**config.mk**
```make
export PLATFORM = sky130hd
export DESIGN_NAME = bcd_byte_alu
export DESIGN_NICKNAME = d
export VERILOG_FILES = /design/src/rtl/bcd_pkg.sv /design/src/rtl/bcd_digit_add.sv /design/src/rtl/bcd_digit_sub.sv /design/src/rtl/bcd_byte_core.sv /design/src/rtl/bcd_byte_alu.sv
export SDC_FILE = /design/constraint.sdc
export NUM_CORES = 1
export LEC_CHECK = 0
export ABC_CLOCK_PERIOD_IN_PS = 8350
export BUFFER_PORTS_ARGS = -buffer_cell sky130_fd_sc_hd__buf_2
export CORE_UTILIZATION = 48
export CTS_BUF_LIST = sky130_fd_sc_hd__clkbuf_8 sky130_fd_sc_hd__clkbuf_16
export CTS_CLUSTER_DIAMETER = 30
export DETAILED_ROUTE_END_ITERATION = 16
export PLACE_DENSITY = 0.77
export SYNTH_ARGS = -nofsm -noshare
export SYNTH_HDL_FRONTEND = slang
export SYNTH_HIERARCHICAL = 1
export SYNTH_SLANG_ARGS = --single-unit
export TNS_END_PERCENT = 1
```
**constraint.sdc**
```tcl
create_clock -name clk -period 8.35 [get_ports clk]
set_input_delay 0.835 -clock clk [delete_from_list [all_inputs] [get_ports clk]]
set_output_delay 0.835 -clock clk [all_outputs]
set_load 0.01 [all_outputs]
```
**src/rtl/bcd_pkg.sv**
```systemverilog
package bcd_pkg;
  localparam int unsigned NIB_W = 4;
  typedef enum logic [1:0] {
    OP_ADD = 2'b00,
    OP_SUB = 2'b01,
    OP_NEG = 2'b10,
    OP_NG2 = 2'b11
  } bcd_op_e;
endpackage

```
**src/rtl/bcd_digit_add.sv**
```systemverilog
module bcd_digit_add #(
  parameter int unsigned NW = 4
) (
  input  logic [NW-1:0] a,
  input  logic [NW-1:0] b,
  input  logic          cin,
  output logic [NW-1:0] sum,
  output logic          cout
);
  logic [NW:0] raw;
  always_comb begin
    raw  = {1'b0, a} + {1'b0, b} + {{NW{1'b0}}, cin};
    cout = (raw > (NW+1)'(9));
    sum  = cout ? (raw[NW-1:0] + NW'(6)) : raw[NW-1:0];
  end
endmodule

```
**src/rtl/bcd_digit_sub.sv**
```systemverilog
module bcd_digit_sub #(
  parameter int unsigned NW = 4
) (
  input  logic [NW-1:0] a,
  input  logic [NW-1:0] b,
  input  logic          bin,
  output logic [NW-1:0] diff,
  output logic          bout
);
  logic [NW:0] raw;
  always_comb begin
    raw  = {1'b0, a} - {1'b0, b} - {{NW{1'b0}}, bin};
    bout = raw[NW];
    diff = bout ? (raw[NW-1:0] - NW'(6)) : raw[NW-1:0];
  end
endmodule

```
**src/rtl/bcd_byte_core.sv**
```systemverilog
module bcd_byte_core
  import bcd_pkg::*;
#(
  parameter int unsigned DIGITS = 2,
  localparam int unsigned W = DIGITS * NIB_W
) (
  input  logic [1:0]   op,
  input  logic [W-1:0] src,
  input  logic [W-1:0] dst,
  input  logic         xin,
  output logic [W-1:0] res,
  output logic         cy
);
  logic [DIGITS:0]  add_c;
  logic [DIGITS:0]  sub_c;
  logic [W-1:0]     add_r;
  logic [W-1:0]     sub_r;
  logic [W-1:0]     sub_a;
  logic [W-1:0]     sub_b;
  logic             is_neg;

  assign is_neg   = op[1];
  assign sub_a    = is_neg ? '0 : dst;
  assign sub_b    = is_neg ? dst : src;
  assign add_c[0] = xin;
  assign sub_c[0] = xin;

  for (genvar g = 0; g < DIGITS; g++) begin : g_dig
    bcd_digit_add #(.NW(NIB_W)) u_add (
      .a   (dst[g*NIB_W +: NIB_W]),
      .b   (src[g*NIB_W +: NIB_W]),
      .cin (add_c[g]),
      .sum (add_r[g*NIB_W +: NIB_W]),
      .cout(add_c[g+1])
    );
    bcd_digit_sub #(.NW(NIB_W)) u_sub (
      .a   (sub_a[g*NIB_W +: NIB_W]),
      .b   (sub_b[g*NIB_W +: NIB_W]),
      .bin (sub_c[g]),
      .diff(sub_r[g*NIB_W +: NIB_W]),
      .bout(sub_c[g+1])
    );
  end

  always_comb begin
    if (op == OP_ADD) begin
      res = add_r;
      cy  = add_c[DIGITS];
    end else begin
      res = sub_r;
      cy  = sub_c[DIGITS];
    end
  end
endmodule

```
**src/rtl/bcd_byte_alu.sv**
```systemverilog
module bcd_byte_alu
  import bcd_pkg::*;
#(
  parameter int unsigned DIGITS = 2,
  localparam int unsigned W = DIGITS * NIB_W
) (
  input  logic         clk,
  input  logic         rst,
  input  logic         start,
  input  logic [1:0]   op,
  input  logic [W-1:0] src,
  input  logic [W-1:0] dst,
  input  logic         x_in,
  input  logic         z_in,
  output logic [W-1:0] result,
  output logic         x_out,
  output logic         c_out,
  output logic         z_out,
  output logic         done
);
  logic [W-1:0] core_res;
  logic         core_cy;

  bcd_byte_core #(.DIGITS(DIGITS)) u_core (
    .op (op),
    .src(src),
    .dst(dst),
    .xin(x_in),
    .res(core_res),
    .cy (core_cy)
  );

  always_ff @(posedge clk) begin
    if (rst) begin
      result <= '0;
      x_out  <= 1'b0;
      c_out  <= 1'b0;
      z_out  <= 1'b0;
      done   <= 1'b0;
    end else begin
      done <= start;
      if (start) begin
        result <= core_res;
        x_out  <= core_cy;
        c_out  <= core_cy;
        z_out  <= (core_res != '0) ? 1'b0 : z_in;
      end
    end
  end
endmodule

```
== After elaboration in Yosys (flattened, before gate mapping) ==
Cells that the tools add are included.
W data, S select, Z words.
Word-level totals
  register bits after elaboration: 11
  output and inout bits: 12
  word-level logic and storage cells: 29
Cells by class
  add/sub/neg operators: 12
  $lt $le $gt $ge: 2
  muxes and demuxes: 9
  reduce and logical (&&, ||, !) cells: 2
Operators with widths (number)
  $mux W8: 3
  $mux W4: 4
  $add A4 B4 Y5: 2
  $add A5 B1 Y5: 2
  $gt A5 B4 Y1 const B: 2
  $sub A4 B4 Y5: 2
  $sub A5 B1 Y5: 2
  $add A4 B3 Y4 const B: 2
  $reduce_bool A8 Y1: 1
  $sub A4 B3 Y4 const B: 2
  $logic_not A2 Y1: 1
  $mux W1: 2

== Depth between registers and ports, before layout ==
Gate-level depths: netlist of run 1.
  word-level depth: 9
  depth in mapped cells: 26
  mapped depth without buffers: 25

== Cells and area by module ==
Netlist of run 1, hierarchy kept.
Modules (own cells, without submodules)
  bcd_digit_sub: instances 2, cells each 33, area each 280.3 um^2
  bcd_digit_add: instances 2, cells each 22, area each 211.5 um^2
  bcd_byte_alu: instances 1, cells each 39, area each 410.4 um^2
  bcd_byte_core: instances 1, cells each 28, area each 291.5 um^2

== Worst setup path before layout of run 1 ==
Ideal clock, no wire load.
  path type: input -> register
  from: in op[1]
  to: reg z_out
  arrival: 6.249 ns
  data required time: 8.279 ns
  setup slack: 2.030 ns
  cell stages on the path: 25
  buffers on the path: 1
  cells stage by stage: buf_6 -> mux2_2 -> inv_1 -> fa_1 -> ha_1 -> or2_2 -> fa_1 -> nand2b_1 -> a211o_1 -> and2_4 -> inv_1 -> inv_1 -> fa_1 -> inv_1 -> ha_1 -> or2_2 -> fa_1 -> nand2b_1 -> a211o_1 -> and2_4 -> mux2_4 -> mux2_2 -> nor3_1 -> nand4_1 -> a21oi_1
On the way
  cells in the longest elaborated chain, start to end: 9
  elaborated cells between the ends (all ways): 14
  classes of those cells: 6 x add/sub; 6 x mux; 2 x reduce/logical
Ends and longest elaborated chain
  start, declared: RTL line bcd_byte_alu.sv:10  | input logic [1:0] op,
  $mux W8 (*): RTL line bcd_byte_core.sv:24  | assign sub_b = is_neg ? dst : src;
  named net u_core.sub_b[0]: RTL line bcd_byte_core.sv:19  | logic [W-1:0] sub_b;
  $sub A4 B4 Y5 (*): RTL line bcd_digit_sub.sv:12  | raw = {1'b0, a} - {1'b0, b} - {{NW{1'b0}}, bin};
  $sub A5 B1 Y5 (*): RTL line bcd_digit_sub.sv:12
  named net u_core.sub_c[1]: RTL line bcd_byte_core.sv:15  | logic [DIGITS:0] sub_c;
  $sub A5 B1 Y5 (*): RTL line bcd_digit_sub.sv:12
  $sub A4 B3 Y4: RTL line bcd_digit_sub.sv:14  | diff = bout ? (raw[NW-1:0] - NW'(6)) : raw[NW-1:0];
  $mux W4 (*): RTL line bcd_digit_sub.sv:14
  named net u_core.sub_r[6]: RTL line bcd_byte_core.sv:17  | logic [W-1:0] sub_r;
  $mux W8 (*): RTL line bcd_byte_core.sv:46  | if (op == OP_ADD) begin
  named net core_res[6]: RTL line bcd_byte_alu.sv:21  | logic [W-1:0] core_res;
  $reduce_bool A8 Y1 (*): RTL line bcd_byte_alu.sv:46  | z_out <= (core_res != '0) ? 1'b0 : z_in;
  $mux W1 (*): RTL line bcd_byte_alu.sv:46
  end signal, assigned: RTL line bcd_byte_alu.sv:46
  end, declared: RTL line bcd_byte_alu.sv:18  | output logic z_out,
Mark *: on every way through the listed nets, which the timed path passes. The rest lies on a longest branch.
A chain may end at the register's enable or synchronous reset.

== Final worst setup path of run 1 ==
Ends and elaborated chain as after synthesis.

==> results.cfg, run 1 <==
[grt]
grt_usage_pct = 18.88
grt-busiest-layer = met2
met1_usage_pct = 21.57
grt_pass1_wl_mm = 5.202
grt_max_degree = 18
use_met3_pct = 3.361
antenna_found_initial = 0
grt_util_met2_pct = 36.02
first_global_vias = 1241
overflow = 0

[yosys]
netlist_area_um2 = 1685
synth_edf_count = 0
synth_ff_type = dfxtp_1
synth_fa_ha_area_share_pct = 25.84
synth-simple-area-share_pct = 14.92
yosys_register_bits = 11
ys_warn_count = 6
synth_cell_types = 34
synth_compound_area_share_pct = 11.43
synth_top_family_by_area = adder cells
synth_mux_area_share_pct = 20.12
seq_area_frac_synth_pct = 13.07
synth_area_per_cell_um2 = 9.522
synthXorXnorAreaFrac_pct = 7.275
syn-num-nets = 230
synthArstFlopShare_pct = 0
synth_cells = 177

[route]
vias = 1307
viasPerCell = 5.105
drt-initial-drc-count = 33
drtAntennaViolNets = 0
wl_per_cell_um = 12.48
first_pass_iters = 4
finalWirelength_mm = 3.194
remaining_drc_errors = 0

[sta]
slew_headroom_pct = 72.05
hold_viol_final = 0
max_freq_mhz = 149.5
rsz0062_at_grt = no
finalClockSkew_ns = 0
maxSlewViolCount = 0
setup_viol = 0
holdWs_ns = 0.4777
tightest_slew_ns = 0.4193
min_period_ns = 6.688
setup_tns_ns = 0
finalCritPeriodShare_pct = 80.10

[placed_design]
dp_hpwl_mm = 2.675
port_buffers = 34
gp_routability_congestion = 0.7008

[critical_path]
crit_fanout = 17
rr_endpoint = result[5]
arrival_ns = 6.86
r2r-start = result[5]
rr_worst_depth = 2
crit_required_ns = 8.52
setup.worst_path.start_class = primary input
r2r_slack_ns = 7.72
startpoint = op[1]
endpoint_kind = flip-flop
crit_type = primary input to flip-flop

[cells_and_area]
syn_to_final_growth_pct = 13.73
drive_above_1_share_pct = 31.43
fin_nets = 264
n_antenna_cell = 0

[die]
die_h_um = 61.26
rows = 21
core_area_um2 = 3337
die_area_um2 = 3752
fp.dieW_um = 61.26
ios = 35
initial_core_util_pct = 50.51

[clock_tree]
cts_buffers = 3
cts_setup_buffers = 0
cts_tree = yes
hold_buffers = 0
cts_max_path_buffers = 2
clock_sinks = 11
worstSkewPairLatency_ns = 0.24
h-tree-depth = 1
path_clk_slew_ns = 0.05
root_buffer = clkbuf_8
postCtsResizedCells = 0

[worst_hold_path]
min_path_cells = 2
min_from = z_out
min_to = z_out
hold_class = flip-flop to flip-flop

[job]
cap_viol_max_count = 0

[pwr]
peakVddDrop_mv = 0.09889
leakagePower_uw = 0.0009621
p_per_area_nw_per_um2 = 182.9

[run_status]
status = finished, final reports clean
==> sequential cells by signal (all words and copies together), names as in the netlist <==
signal  flops
z_out       1
result      8
c_out       1
done        1
==> Yosys cell counts (2+ instances only) <==
master      n  area share, %
and2_4      2            1.0
nand2b_1    3            1.1
a21oi_1     9            2.7
a31oi_1     2           0.74
xor2_1      4            2.1
fa_1        8            9.5
nor2_1     10            2.2
mux2i_1    11            6.5
and2_1      2           0.74
mux2_4      4            3.6
or2_2       2           0.74
nor2b_1    11            4.1
buf_6       2            1.3
nand3b_1    2           0.89
dfxtp_1    11             13
xnor2_1    10            5.2
ha_1       22             16
a21o_2      2            1.0
o22ai_1     2           0.74
a2111oi_0   2            1.0
o31ai_4     2            2.5
o21ai_0     2           0.59
a211o_1     2            1.0
inv_1      22            4.9
and3_1      2           0.74
buf_4       2           0.89
a31o_1      2            1.0
mux2_2     15             10
nand3_1     2           0.59
==> placed cells by master, fill, tap and decap left out <==
| cell | instances |
|---|---|
| nor2_8 | 1 |
| ha_1 | 22 |
| nand3_1 | 2 |
| nor2b_1 | 11 |
| mux2i_1 | 11 |
| a21o_2 | 2 |
| xor2_1 | 4 |
| o21ai_0 | 2 |
| nand4_1 | 1 |
| mux2_2 | 15 |
| clkbuf_8 | 3 |
| or2_2 | 2 |
| nor3_1 | 1 |
| inv_1 | 23 |
| a31o_1 | 2 |
| xnor2_1 | 10 |
| nand2b_1 | 3 |
| buf_2 | 34 |
| and3_1 | 2 |
| o22ai_1 | 2 |
| a31oi_1 | 2 |
| and2_4 | 2 |
| and2_1 | 2 |
| a21oi_1 | 9 |
| a211o_1 | 2 |
| nor4b_2 | 1 |
| nor2_1 | 10 |
| o31ai_4 | 2 |
| mux2_4 | 4 |
| fa_1 | 8 |
| a2111oi_0 | 2 |
| nand3b_1 | 2 |
| dfxtp_1 | 11 |
==> layer usage <==
layer | wire, um | vias up
met2 | 1707 | 20
li1 | - | 676
met5 | 0 | -
met3 | 78 | 5
met1 | 1376 | 606
met4 | 30 | 0
==> worst max-delay path by stage <==
stage	slack, ns	end	cells past startpoint
final	1.66	z_out	25
after global routing	1.36	z_out	25
after CTS	1.67	z_out	25
after detailed placement	1.42	z_out	25
after global placement	1.59	z_out	25
after floorplan	2.03	z_out	25
==> report_power, final <==
| part | leakage (uW) | internal, uW | switching (uW) |
|---|---|---|---|
| registers | 0.0000907 | 63.0 | 4.55 |
| clock network | 0.0000269 | 32.3 | 19.8 |
| logic | 0.000844 | 118 | 113 |
==> area by class of cell <==
type                    count  area [um2]
flip-flops and latches     11       220.2
well taps                  46       57.56
fillers                   319        1420
clock buffers               3       41.29
multi-input cells         139        1341
clock inverters             1       3.754
repair buffers             34       170.2
inverters                  22       82.58
==> cells by family (layout without fill, tap and decap cells) <==
group                      Yosys count  count (layout)
adders and majority gates           30              30
buffers and inverters               27              60
and+or+nand+nor                     40              40
DFF                                 11              11
AOI/OAI and AO/OA                   25              25
muxes                               30              30
xor gates and xnor gates            14              14
==> critical path, cell delays in order <==
cell	delay [ns]
buf_2	0.35
mux2_2	0.39
inv_1	0.07
fa_1	0.43
ha_1	0.21
or2_2	0.30
fa_1	0.39
nand2b_1	0.17
a211o_1	0.31
and2_4	0.18
inv_1	0.05
inv_1	0.04
fa_1	0.50
inv_1	0.05
ha_1	0.19
or2_2	0.29
fa_1	0.39
nand2b_1	0.18
a211o_1	0.31
and2_4	0.18
mux2_4	0.28
mux2_2	0.27
nor3_1	0.20
nand4_1	0.13
a21oi_1	0.15
==> per-stage QoR <==
stage / setup slack, ns / util, % / power (uW) / instance area (um2) / instances
finish: 1.662 / 57.44 / 350.6 / 1917 / 256
global route: 1.358 / 57.44 / 384.2 / 1917 / 256
CTS: 1.671 / 57.44 / 354.1 / 1917 / 256
detailed placement: 1.421 / 56.09 / 299.8 / 1872 / 252
global placement: 1.589 / 56.09 / 294.6 / 1872 / 252
floorplan: 2.030 / - / 250.8 / 1685 / 177
No activity file was read; power rests on OpenSTA's default activity.
==> run 2: changes to the inputs <==
--- a/config.mk
+++ b/config.mk
@@ -5,13 +5,14 @@
 export SDC_FILE = /design/constraint.sdc
 export NUM_CORES = 1
 export LEC_CHECK = 0
-export ABC_CLOCK_PERIOD_IN_PS = 8350
+export ABC_AREA = 1
+export ABC_CLOCK_PERIOD_IN_PS = 5600
 export BUFFER_PORTS_ARGS = -buffer_cell sky130_fd_sc_hd__buf_2
 export CORE_UTILIZATION = 48
 export CTS_BUF_LIST = sky130_fd_sc_hd__clkbuf_8 sky130_fd_sc_hd__clkbuf_16
 export CTS_CLUSTER_DIAMETER = 30
 export DETAILED_ROUTE_END_ITERATION = 16
-export PLACE_DENSITY = 0.77
+export PLACE_DENSITY = 0.78
 export SYNTH_ARGS = -nofsm -noshare
 export SYNTH_HDL_FRONTEND = slang
 export SYNTH_HIERARCHICAL = 1
==> constraint.sdc (replaced) <==
create_clock -name clk -period 5.6 [get_ports clk]
set_input_delay 0.56 -clock clk [delete_from_list [all_inputs] [get_ports clk]]
set_output_delay 0.56 -clock clk [all_outputs]
set_load 0.01 [all_outputs]
==> run 2 against run 1 <==
Compared with the run above: flip-flop and latch count unchanged; clock skew unchanged; synthesized area is 25% higher; hold slack got worse by 0.015 ns; combinational power grew 61%; wire length is 32% higher; worst setup slack worse by 1.1 ns; die area increased by 24%; sequential share of layout area down 2.0 points; sequential power up 36%; non-clock buffer count up 1; largest cell class unchanged.
==> results.cfg, run 2 <==
[die]
ios = 35
initial_core_util_pct = 51.26
fp.dieW_um = 68.30
die_h_um = 68.30
core_area_um2 = 4115
rows = 23
die_area_um2 = 4664

[cells_and_area]
top_register = result
drive_above_1_share_pct = 22.91
utilization_pct = 56.40
n_antenna_cell = 0
final_cell_mix = 88 x nand2_1, 66 x inv_1, 34 x buf_2
fill_cells = 404
final_common_cell = nand2_1
largest_reg_flops = 8
syn_to_final_growth_pct = 10.02
fin_nets = 412

[critical_path]
crit_type = primary input to flip-flop
setup.worst_path.start_class = primary input
cpMostUsedCell = nand2_1
cpPeakStageDelay_ns = 0.53
arrival_ns = 5.19
rr_worst_depth = 2
crit_fanout = 13
endpoint_kind = flip-flop
crit_required_ns = 5.77
crit_path_top_delay_cell = fa_1

[clock_tree]
h-tree-depth = 1
cts_tree = yes
cts_buffers = 3
cts_setup_buffers = 0
postCtsResizedCells = 0
path_clk_slew_ns = 0.05
cts_max_path_buffers = 2
worstSkewPairLatency_ns = 0.24
root_buffer = clkbuf_8
clock_sinks = 11
hold_buffers = 0

[sta]
setup_tns_ns = 0
setup_viol = 0
slew_headroom_pct = 82.00
finalClockSkew_ns = 0
tightest_slew_ns = 0.2700
max_freq_mhz = 199.1
maxSlewViolCount = 0
hold_viol_final = 0
rsz0062_at_grt = no
finalCritPeriodShare_pct = 89.67
min_period_ns = 5.021

[route]
drtAntennaViolNets = 0
viasPerCell = 4.836
vias = 1973
first_pass_iters = 4
remaining_drc_errors = 0
finalWirelength_mm = 4.216
drt-initial-drc-count = 73
wl_per_cell_um = 10.33

[placed_design]
dp_hpwl_mm = 3.662
port_buffers = 34
gp_routability_congestion = 0.8131

[yosys]
synth_area_per_cell_um2 = 6.451
yosys_register_bits = 11
synth_top_area_share_pct = 15.66
synthTopCellsByArea = nand2_1 16%, ha_1 13%, inv_1 12%, dfxtp_1 10%, fa_1 7.6%
netlist_area_um2 = 2110
synth_cell_types = 25
ys_warn_count = 6
yosys.area.top_type = nand2_1
synth_cells = 327
yosysMostFrequentCell = nand2_1
seq_area_frac_synth_pct = 10.44
syn-num-nets = 380
synth_edf_count = 0
synthArstFlopShare_pct = 0
synth_ff_type = dfxtp_1
ys_top_cells_by_count = 88 x nand2_1, 65 x inv_1, 32 x nand3_1

[pwr]
p_per_area_nw_per_um2 = 232.5
leakagePower_uw = 0.001366
peakVddDrop_mv = 0.1177

[grt]
overflow = 0
grt_usage_pct = 20.15
grt_max_degree = 23
antenna_found_initial = 0
first_global_vias = 1768
grt_pass1_wl_mm = 7.251

[run_status]
status = finished, final reports clean

[worst_hold_path]
min_path_cells = 2
hold_class = flip-flop to flip-flop

[job]
cap_viol_max_count = 0
==> run 2: cell count changes in the layout (fill, tap and decap cells not counted), sizes merged, moves of 4 or more <==
cell	delta
and2	-4
o21ai	+7
nor2b	-11
xnor2	-10
nand2	+110
inv	+43
nand3	+34
nor2	+21
mux2	-19
a21oi	+11
mux2i	-11
==> run 2: cell families (layout without fill, tap and decap cells) <==
logic type | count (synthesis) | count (layout) | share of synthesized area, %
flops | 11 | 11 | 10.44
compound gates | 32 | 32 | 11.45
simple gates | 179 | 179 | 41.58
fa+ha+maj | 30 | 30 | 20.64
buf+inv | 73 | 104 | 15.06
xor+xnor | 2 | 2 | 0.8305
==> run 2: final cells by class <==
cell class / instances / area, um2 / area share [%]
clock buffer: 3 / 41.29 / 1.779
timing repair buffer: 35 / 177.7 / 7.655
clock inverter: 1 / 3.754 / 0.1617
inverter: 65 / 244.0 / 10.51
sequential: 11 / 220.2 / 9.488
tap: 50 / 62.56 / 2.695
multi-input combinational: 243 / 1572 / 67.71
==> run 2: metal layers <==
layer / global-route usage, % / up-vias / part of all wire, %
li1: - / 1071 / -
met1: 26.79 / 868 / 48
met2: 35.66 / 34 / 48
met3: 3.500 / 0 / 4.5
met4: 0 / 0 / 0
met5: 0 / - / 0
==> run 2: worst paths after layout <==
path	from	endpoint	slack [ns]
worst min register to register	result[1]	result[1]	0.46
worst min-delay path	result[1]	result[1]	0.46
worst max register to register	result[6]	result[6]	4.97
worst max-delay path	op[1]	z_out	0.58
==> run 2: worst max-delay path: cells and delay by family <==
kind	cells	cell delay, ns
compound gates	3	0.27
fa+ha+maj	7	2.32
simple gates	17	1.33
buf+inv	9	0.71
==> run 2: power breakdown <==
| part | switching, uW | leakage [uW] | total (uW) | internal, uW |
|---|---|---|---|---|
| logic | 228 | 0.00125 | 372 | 143 |
| clock network | 28.1 | 0.0000269 | 76.1 | 48.0 |
| registers | 4.10 | 0.0000907 | 92.0 | 87.9 |
==> run 2: per-stage QoR <==
step | setup WS [ns] | cell area [um2] | power (uW) | cells | hold slack, ns
global placement | 0.5030 | 2276 | 455.1 | 404 | 0.4491
global route | 0.1336 | 2321 | 603.1 | 408 | 0.4883
floorplan | 0.6653 | 2110 | 393.6 | 327 | 0.4846
CTS | 0.5792 | 2321 | 543.1 | 408 | 0.4686
finish | 0.5786 | 2321 | 539.7 | 408 | 0.4623
detailed placement | 0.3374 | 2276 | 464.4 | 404 | 0.4578
==> run 3: changes to the inputs <==
--- a/config.mk
+++ b/config.mk
@@ -5,14 +5,14 @@
 export SDC_FILE = /design/constraint.sdc
 export NUM_CORES = 1
 export LEC_CHECK = 0
-export ABC_AREA = 1
 export ABC_CLOCK_PERIOD_IN_PS = 5600
 export BUFFER_PORTS_ARGS = -buffer_cell sky130_fd_sc_hd__buf_2
 export CORE_UTILIZATION = 48
 export CTS_BUF_LIST = sky130_fd_sc_hd__clkbuf_8 sky130_fd_sc_hd__clkbuf_16
 export CTS_CLUSTER_DIAMETER = 30
 export DETAILED_ROUTE_END_ITERATION = 16
-export PLACE_DENSITY = 0.78
+export MAX_ROUTING_LAYER = met4
+export PLACE_DENSITY = 0.8
 export SYNTH_ARGS = -nofsm -noshare
 export SYNTH_HDL_FRONTEND = slang
 export SYNTH_HIERARCHICAL = 1
==> run 3 against run 2 <==
Compared with the run above: final area is 9.6% lower; fmax is 9.0% lower; non-clock buffer count is 13 higher; via count is 31% lower; flip-flop and latch count stayed put; utilization is 6.5 points higher; sequential power is 11% higher; clock skew stayed put; hold slack better by 0.017 ns; sequential share of layout area is 1.0 points higher; worst setup slack worse by 0.50 ns.
==> results.cfg, run 3 (synthesis results as in run 1) <==
[critical_path]
endpoint_kind = flip-flop
arrival_ns = 5.69
crit_required_ns = 5.78
crit_fanout = 4
crit_type = primary input to flip-flop
setup.worst_path.start_class = primary input

[die]
core_area_um2 = 3337
initial_core_util_pct = 50.51
die_area_um2 = 3752
rows = 21
die_h_um = 61.26
fp.dieW_um = 61.26
ios = 35

[grt]
grt_usage_pct = 18.64
first_global_vias = 1286
overflow = 0
grt_pass1_wl_mm = 5.106
grt_max_degree = 13
antenna_found_initial = 0

[route]
remaining_drc_errors = 0
viasPerCell = 5.048
first_pass_iters = 4
drt-initial-drc-count = 38
drtAntennaViolNets = 0
finalWirelength_mm = 3.171
vias = 1363
wl_per_cell_um = 11.74

[sta]
tightest_slew_ns = 0.4009
finalClockSkew_ns = 0
finalCritPeriodShare_pct = 98.52
min_period_ns = 5.517
slew_headroom_pct = 72.59
setup_tns_ns = 0
rsz0062_at_grt = yes
setup_viol = 0
maxSlewViolCount = 0
max_freq_mhz = 181.3
hold_viol_final = 0

[clock_tree]
cts_tree = yes
path_clk_slew_ns = 0.05
cts_max_path_buffers = 2
h-tree-depth = 1
root_buffer = clkbuf_8
clock_sinks = 11
cts_buffers = 3
worstSkewPairLatency_ns = 0.24

[run_status]
status = finished, final reports clean

[worst_hold_path]
hold_class = flip-flop to flip-flop

[pwr]
peakVddDrop_mv = 0.1592
finalPower_uw = 591.6
p_per_area_nw_per_um2 = 281.9
leakagePower_uw = 0.001048

[placed_design]
dp_hpwl_mm = 2.699
port_buffers = 34
gp_routability_congestion = 0.8022
place_area_um2 = 1994

[cells_and_area]
n_antenna_cell = 0
fill_cells = 287
syn_to_final_growth_pct = 24.50
drive_above_1_share_pct = 41.96
area.sequential_um2 = 220.2
top_register = result
largest_reg_flops = 8
final_area_um2 = 2098
fin_nets = 278
multi_input_area_um2 = 1408
final_cell_mix = 33 x buf_2, 20 x inv_1, 19 x ha_1
final_common_cell = buf_2

[job]
cap_viol_max_count = 0
run 3: cell count changes in the layout (fill, tap and decap cells not counted), sizes merged, moves of 13 or more:
cell	change
nand2	-110
buf	+13
mux2	+19
nand3	-34
inv	-43
nor2	-21
run 3: final cells by class:
type / count / share of cell area (%)
Timing Repair Buffer: 48 / 13.60
Tap cell: 46 / 2.743
Multi-Input combinational cell: 139 / 67.08
Sequential cell: 11 / 10.49
Clock buffer: 3 / 1.968
Clock inverter: 1 / 0.1789
Inverter: 22 / 3.936
run 3: critical path, stage by stage:
cell and delay (ns):
buf_6 0.10, mux2_4 0.29, inv_2 0.05, fa_1 0.42
ha_2 0.19, or2_4 0.23, fa_2 0.34, nand2b_4 0.15
a211o_1 0.27, and2_4 0.16, inv_2 0.04, inv_2 0.03
fa_1 0.53, inv_1 0.05, ha_2 0.16, or2_4 0.22
fa_2 0.33, nand2b_4 0.15, a211o_1 0.31, and2_4 0.18
mux2_4 0.28, mux2_4 0.28, nor3_2 0.12, nand4_1 0.11
a21oi_1 0.13
run 3: path summary, 6_finish.rpt:
path	slack, ns	depth (start not counted)	start	end
max	0.08	25	op[1]	z_out
min	0.48	2	z_out	z_out
max reg2reg	4.99	2	result[6]	result[6]
min reg2reg	0.48	2	z_out	z_out
run 3: power by group:
part | internal [uW] | switching (uW) | total, uW
logic | 227 | 187 | 413
registers | 94.0 | 7.56 | 102
clock network | 48.0 | 28.8 | 76.8
total | 369 | 223 | 592
run 3: metal layers:
metal | GRT usage [%] | part of all wire, % | up-vias
met3 | 3.151 | 2.8 | 0
met5 | - | 0 | -
met1 | 20.59 | 44 | 638
met2 | 35.71 | 53 | 20
met4 | 1.948 | 0 | 0
li1 | - | - | 705
run 3: per-stage QoR:
| step | setup slack (ns) | hold slack (ns) | util, % | cells |
|---|---|---|---|---|
| after global routing | -0.1381 | 0.5203 | 62.88 | 270 |
| after CTS | 0.007474 | 0.4830 | 62.13 | 270 |
| after floorplan | -0.1465 | 0.4934 | - | 177 |
| after global placement | -0.2019 | 0.4666 | 59.77 | 263 |
| after detailed placement | -0.3210 | 0.4799 | 59.77 | 263 |
| final | 0.08276 | 0.4792 | 62.88 | 270 |
run 3: timing repair:
| item | CTS | global route |
|---|---|---|
| endpoints found under the setup margin | 1 | 4 |
| endpoints found under the hold margin | 0 | 0 |
| pin swaps | 10 | 5 |
| hold buffers | 0 | 0 |
| setup buffers | 3 | 0 |
| gates resized for setup | 6 | 5 |
| cloned | 0 | 0 |
